## src/rtl/ddc_pkg.sv

```systemverilog
package ddc_pkg;

    typedef enum logic [3:0] {
        ST_IDLE,
        ST_DEV,
        ST_ACK_DEV,
        ST_WADDR,
        ST_ACK_ADR,
        ST_WDATA,
        ST_TX,
        ST_TX_ACK,
        ST_TX_LOAD,
        ST_IGNORE
    } port_state_e;

    typedef struct packed {
        logic rise;
        logic fall;
        logic start;
        logic stop;
        logic sda;
    } bus_ev_t;

endpackage

```

## src/rtl/ddc_line_events.sv

```systemverilog
module ddc_line_events #(
    parameter int SYNC_STAGES = 2
) (
    input  logic             clk,
    input  logic             rst_n,
    input  logic             scl_i,
    input  logic             sda_i,
    output ddc_pkg::bus_ev_t ev_o
);

    typedef struct packed {
        logic [SYNC_STAGES-1:0] scl_sh;
        logic [SYNC_STAGES-1:0] sda_sh;
        logic                   scl_prev;
        logic                   sda_prev;
    } line_t;

    localparam int LAST = SYNC_STAGES - 1;

    line_t q, d;

    always_comb begin
        d = q;
        d.scl_sh[0] = scl_i;
        d.sda_sh[0] = sda_i;
        for (int k = 1; k < SYNC_STAGES; k++) begin
            d.scl_sh[k] = q.scl_sh[k-1];
            d.sda_sh[k] = q.sda_sh[k-1];
        end
        d.scl_prev = q.scl_sh[LAST];
        d.sda_prev = q.sda_sh[LAST];
    end

    always_ff @(posedge clk or negedge rst_n) begin
        if (!rst_n) begin
            q <= '1;
        end else begin
            q <= d;
        end
    end

    // Edge and bus-condition decode on the synchronised copies
    always_comb begin
        ev_o.rise  = q.scl_sh[LAST] & ~q.scl_prev;
        ev_o.fall  = ~q.scl_sh[LAST] & q.scl_prev;
        ev_o.start = q.scl_sh[LAST] & q.scl_prev & q.sda_prev & ~q.sda_sh[LAST];
        ev_o.stop  = q.scl_sh[LAST] & q.scl_prev & ~q.sda_prev & q.sda_sh[LAST];
        ev_o.sda   = q.sda_sh[LAST];
    end

endmodule

```

## src/rtl/ddc_addr_counter.sv

```systemverilog
module ddc_addr_counter #(
    parameter int ADDR_W = 8
) (
    input  logic              clk,
    input  logic              rst_n,
    input  logic              load_i,
    input  logic [ADDR_W-1:0] load_val_i,
    input  logic              inc_i,
    output logic [ADDR_W-1:0] addr_o
);

    logic [ADDR_W-1:0] addr_d, addr_q;

    // Natural binary wrap keeps the counter inside its own bank
    always_comb begin
        addr_d = addr_q;
        if (load_i) begin
            addr_d = load_val_i;
        end else if (inc_i) begin
            addr_d = addr_q + 1'b1;
        end
    end

    always_ff @(posedge clk or negedge rst_n) begin
        if (!rst_n) begin
            addr_q <= '0;
        end else begin
            addr_q <= addr_d;
        end
    end

    assign addr_o = addr_q;

endmodule

```

## src/rtl/ddc_read_port.sv

```systemverilog
module ddc_read_port #(
    parameter int              DATA_W      = 8,
    parameter int              ADDR_W      = 8,
    parameter int              SYNC_STAGES = 2,
    parameter logic [DATA_W-2:0] DEV_ID    = 7'b1010000
) (
    input  logic              clk,
    input  logic              rst_n,
    input  logic              scl_i,
    input  logic              sda_i,
    input  logic              port_disable_i,
    output logic              sda_pull_o,
    output logic [ADDR_W-1:0] mem_addr_o,
    input  logic [DATA_W-1:0] mem_rdata_i
);
    import ddc_pkg::*;

    localparam int              CNT_W   = $clog2(DATA_W);
    localparam logic [CNT_W-1:0] BIT_LAST = CNT_W'(DATA_W - 1);

    typedef struct packed {
        port_state_e       state;
        logic [CNT_W-1:0]  cnt;
        logic [DATA_W-2:0] rx;
        logic [DATA_W-1:0] tx;
        logic              rw;
        logic              ack_on;
        logic              pull;
    } ctl_t;

    ctl_t              q, d;
    bus_ev_t           ev;
    logic              addr_load;
    logic              addr_inc;
    logic [ADDR_W-1:0] load_val;
    logic              stop_seen;
    port_state_e       cur_state;

    ddc_line_events #(
        .SYNC_STAGES(SYNC_STAGES)
    ) u_events (
        .clk   (clk),
        .rst_n (rst_n),
        .scl_i (scl_i),
        .sda_i (sda_i),
        .ev_o  (ev)
    );

    ddc_addr_counter #(
        .ADDR_W(ADDR_W)
    ) u_counter (
        .clk        (clk),
        .rst_n      (rst_n),
        .load_i     (addr_load),
        .load_val_i (load_val),
        .inc_i      (addr_inc),
        .addr_o     (mem_addr_o)
    );

    always_comb begin
        d         = q;
        addr_load = 1'b0;
        addr_inc  = 1'b0;
        load_val  = ADDR_W'({q.rx, ev.sda});

        if (port_disable_i) begin
            d.state  = ST_IDLE;
            d.pull   = 1'b0;
            d.ack_on = 1'b0;
        end else if (ev.start) begin
            // Resynchronise to the header phase from any state
            d.state  = ST_DEV;
            d.cnt    = '0;
            d.pull   = 1'b0;
            d.ack_on = 1'b0;
        end else if (ev.stop) begin
            d.state  = ST_IDLE;
            d.pull   = 1'b0;
            d.ack_on = 1'b0;
        end else begin
            unique case (q.state)
                ST_DEV, ST_WADDR, ST_WDATA: begin
                    if (ev.rise) begin
                        d.rx  = {q.rx[DATA_W-3:0], ev.sda};
                        d.cnt = q.cnt + 1'b1;
                        if (q.cnt == BIT_LAST) begin
                            if (q.state == ST_DEV) begin
                                d.rw    = ev.sda;
                                d.state = (q.rx == DEV_ID) ? ST_ACK_DEV : ST_IGNORE;
                            end else if (q.state == ST_WADDR) begin
                                addr_load = 1'b1;
                                d.state   = ST_ACK_ADR;
                            end else begin
                                // Extra byte after the word address: refused
                                d.state = ST_IGNORE;
                            end
                        end
                    end
                end
                ST_ACK_DEV, ST_ACK_ADR: begin
                    if (ev.fall) begin
                        if (!q.ack_on) begin
                            d.ack_on = 1'b1;
                            d.pull   = 1'b1;
                        end else begin
                            d.ack_on = 1'b0;
                            d.pull   = 1'b0;
                            d.cnt    = '0;
                            if (q.state == ST_ACK_ADR) begin
                                d.state = ST_WDATA;
                            end else if (q.rw) begin
                                d.tx    = mem_rdata_i << 1;
                                d.pull  = ~mem_rdata_i[DATA_W-1];
                                d.state = ST_TX;
                            end else begin
                                d.state = ST_WADDR;
                            end
                        end
                    end
                end
                ST_TX: begin
                    if (ev.fall) begin
                        if (q.cnt == BIT_LAST) begin
                            d.pull  = 1'b0;
                            d.state = ST_TX_ACK;
                        end else begin
                            d.cnt  = q.cnt + 1'b1;
                            d.pull = ~q.tx[DATA_W-1];
                            d.tx   = q.tx << 1;
                        end
                    end
                end
                ST_TX_ACK: begin
                    if (ev.rise) begin
                        addr_inc = 1'b1;
                        d.state  = ev.sda ? ST_IGNORE : ST_TX_LOAD;
                    end
                end
                ST_TX_LOAD: begin
                    if (ev.fall) begin
                        d.tx    = mem_rdata_i << 1;
                        d.pull  = ~mem_rdata_i[DATA_W-1];
                        d.cnt   = '0;
                        d.state = ST_TX;
                    end
                end
                default: begin
                    d.pull = 1'b0;
                end
            endcase
        end
    end

    always_ff @(posedge clk or negedge rst_n) begin
        if (!rst_n) begin
            q <= '{state: ST_IDLE, cnt: '0, rx: '0, tx: '0,
                   rw: 1'b0, ack_on: 1'b0, pull: 1'b0};
        end else begin
            q <= d;
        end
    end

    assign sda_pull_o = q.pull;
    assign stop_seen  = ev.stop;
    assign cur_state  = q.state;

endmodule

```

## config.mk

```make
export PLATFORM = sky130hd
export DESIGN_NAME = ddc_read_port
export DESIGN_NICKNAME = d
export VERILOG_FILES = /design/src/rtl/ddc_pkg.sv /design/src/rtl/ddc_line_events.sv /design/src/rtl/ddc_addr_counter.sv /design/src/rtl/ddc_read_port.sv
export SDC_FILE = /design/constraint.sdc
export NUM_CORES = 1
export LEC_CHECK = 0
export ABC_AREA = 1
export BUFFER_PORTS_ARGS = -buffer_cell sky130_fd_sc_hd__buf_2
export CAP_MARGIN = 20
export CORE_UTILIZATION = 38
export DETAILED_ROUTE_END_ITERATION = 6
export HOLD_SLACK_MARGIN = 0.12
export PLACE_DENSITY = 0.6
export SLEW_MARGIN = 20
export SYNTH_ARGS = -nofsm -noshare
export SYNTH_HDL_FRONTEND = slang
export SYNTH_SLANG_ARGS = --single-unit
```

## constraint.sdc

```tcl
create_clock -name clk -period 2 [get_ports clk]
set_clock_uncertainty 0.15 [all_clocks]
set_input_delay 0.1 -clock clk [delete_from_list [all_inputs] [get_ports clk]]
set_output_delay 0.1 -clock clk [all_outputs]
set_load 0.005 [all_outputs]
```

==> metrics <==
largest net degree at the start of global routing=39; register share of total power=38.3%; Worst EP required=2.03 ns; Comb pwr share=43.7%; initial antenna violation count=0; final-stage net count=354; clock share of power=17.9%; clock buffer depth=2; Die X=79.39 µm; hold path cells=0; Die Height=79.39 µm; IO Port Bufs=21; Clk Latency, worst-skew pair=0.29 ns; FF-to-FF setup slack=0.13 ns; Leak=1.332 nW; Hold Path Class=register to register; Final GP Congestion=0.8677; Cell Pwr Density=1082 nW/µm²; fraction of layout instances using a drive strength above 1=24.19%; top post-synthesis cells by area=dfrtp_1 35%, nand2_1 12%, dfstp_2 6.9%; clock sinks=38; post-synth top area share=35.18%; Placeable Area=5642 µm²; flops & latches, synth=38; Synth warnings=0; critical path data arrival time=1.90 ns; H-tree depth=2; Initial Utilization=40.34%; largest area contributor in the netlist=dfrtp_1; Post-CTS Setup Inserts=0; drt pass-1 iters=4; Hold EP=u_events.ev_o[0]$_DFF_PN1_; Total GRT Usage=17.72%; Root Buffer=clkbuf_8; placed wire-length estimate=3625 µm; Post-synth EDFFs=0; wire per inst=12.03 µm; Iteration-0 DRC Markers=95; Worst setup EP type=register; Congestion Overflow GR=0; vias per cell=4.747; CTS Buf Count=5; Syn Area/Cell=7.663 µm²; final setup vio count=0; number of diodes=0; DIE AREA=6303 µm²; syn nets=313; Final Cycle Share=93.40%; vias in the first global route=1915; RSZ-0062 raised after global routing=false; CP Max Fanout=14; setup TNS=0 ns; clock tree from TritonCTS=built; # DRC=0; Setup WS pre-CTS=0.1721 ns; Tmin final=1.868 ns; WS Path Type=register to register; Syn Std Cell Area=2276 µm²; R2R depth=8; Antenna Violating Nets Remaining=0; total vias in the final route=1951; dpl cells=391; max_cap viols=0; peak supply drop=0.4969 mV; Internal=1.658 mW; Final Hold Fails=0; first-pass GRT wire length=8728 µm; NetSw=1.253 mW; reg2reg start=u_events.q[1]$_DFF_PN1_; Reg clk slew, reported paths=0.08 ns; Worst Setup Start Kind=register; status=completed; Unique masters post-synth=34; hold_sp=u_events.d[3]$_DFF_PN1_; Cells after Synth=297; DRT Wirelength=4946 µm; P&R area growth vs syn=18.20%; Row Count=27; Slew headroom=67.49%; Top FF cell, synth=dfrtp_1; highest clock rate=535.3 MHz; Layout Cells excl Fill=411; worst-margin pin slew=0.4876 ns; io pins=22; Worst Slack Setup Final=0.1320 ns; Seq/Total Area, Yosys=42.11%; Post-synth ARST share=100.0%; Switching Share=43.05%; FF-to-FF End=q[10]$_DFFE_PN0P_; max-slew violations=0
how the worst max path moves through the flow:
stage	startpoint	endpoint	cells past startpoint
global placement	q[18]$_DFFE_PN0P_	q[10]$_DFFE_PN0P_	9
detailed placement	q[18]$_DFFE_PN0P_	q[7]$_DFFE_PN0P_	9
global route	u_events.d[1]$_DFF_PN1_	q[20]$_DFFE_PN0P_	9
floorplan	q[18]$_DFFE_PN0P_	q[8]$_DFFE_PN0P_	9
finish	u_events.q[1]$_DFF_PN1_	q[10]$_DFFE_PN0P_	8
CTS	u_events.d[1]$_DFF_PN1_	cur_state[0]$_DFFE_PN0P_	10
synthesized netlist by cell type (3+ instances only):
master,instances
nand2_1,71
nor2_1,41
dfrtp_1,32
inv_1,29
nand3_1,19
o21ai_0,15
a21oi_1,11
nand2_2,9
a21oi_2,7
dfstp_2,6
inv_2,6
nor2_2,6
xor2_1,6
nor3_1,5
o21ai_1,5
nand2_4,4
nor2_4,4
ha_1,3
o211ai_1,3
kinds of logic after synthesis:
| group | after synthesis | synth area share (%) |
|---|---|---|
| AOI/OAI and AO/OA | 45 | 12.15 |
| and+or+nand+nor | 165 | 34.69 |
| buffers and inverters | 40 | 7.091 |
| DFF | 38 | 42.11 |
| adders and majority gates | 3 | 1.649 |
| xor gates and xnor gates | 6 | 2.309 |
critical path, stage by stage (launching register included):
cell and delay (ns):
dfstp_2 0.55, inv_1 0.07, nor2_1 0.30, nand2_1 0.12, a21oi_2 0.13, nand3_2 0.07
buf_4 0.20, nor2_1 0.13, a21oi_2 0.04
sequential cells by signal, indices dropped and copies added, names as in the netlist:
name              cells
q                    12
load_val              7
u_counter.addr_o      8
u_events.q            2
sda_pull_o            1
u_events.ev_o         1
cur_state             4
u_events.d            3
per-layer routing:
layer | up-vias | global-route usage, % | share of wire, %
met2 | 32 | 28.71 | 46
li1 | 1031 | - | -
met5 | - | 0 | 0
met3 | 6 | 3.200 | 3.2
met4 | 0 | 5.273 | 1.3
met1 | 882 | 24.08 | 49
stage by stage:
| step | hold WS, ns | total power, mW | utilization (%) | area [µm²] |
|---|---|---|---|---|
| after floorplan | -0.3456 | 2.097 | - | 2276 |
| after global placement | 0.03166 | 2.373 | 43.98 | 2481 |
| after detailed placement | 0.03425 | 2.383 | 43.98 | 2481 |
| after CTS | 0.2082 | 2.933 | 47.59 | 2685 |
| after global routing | 0.2112 | 3.178 | 47.68 | 2690 |
| final | 0.2070 | 2.911 | 47.68 | 2690 |
cells in the final DEF (no fill, tap or decap), types with 2 or more instances in the layout:
cell / count
dfrtp_1: 32
dlygate4sd3_1: 12
nand2_2: 9
nor2_1: 39
inv_1: 29
nand2_4: 4
a21oi_2: 7
nor2_2: 8
nor2_4: 4
o21ai_1: 5
clkbuf_8: 5
ha_1: 3
clkbuf_1: 2
o21ai_0: 15
o211ai_1: 3
nand3_1: 19
a21oi_1: 11
dfstp_2: 6
buf_2: 21
nor3_1: 5
inv_2: 6
xor2_1: 6
buf_4: 4
nand2_1: 71
power by group through the flow:
stage                     clock, mW  sequential, mW  combinational (mW)
final                         0.521            1.12                1.27
after global placement            0            1.13                1.25
after global routing          0.569            1.15                1.46
after floorplan                   0            1.09                1.01
after detailed placement          0            1.13                1.25
after CTS                     0.542            1.11                1.28
cell type report:
type                            instances  area, µm²
Clock buffer                            7      76.32
Clock inverter                          1      7.507
Fill cell                             559       2952
Inverter                               37      141.4
Multi-Input combinational cell        219       1161
Sequential cell                        38      958.4
Tap cell                               72      90.09
Timing Repair Buffer                   37      255.2
what timing repair did:
action | in CTS | in global routing
hold endpoints to repair | 52 | 0
resized for setup | 0 | 2
hold buffers | 12 | 0
endpoints found under the setup margin | 0 | 7
No activity file was read; power rests on OpenSTA's default activity.
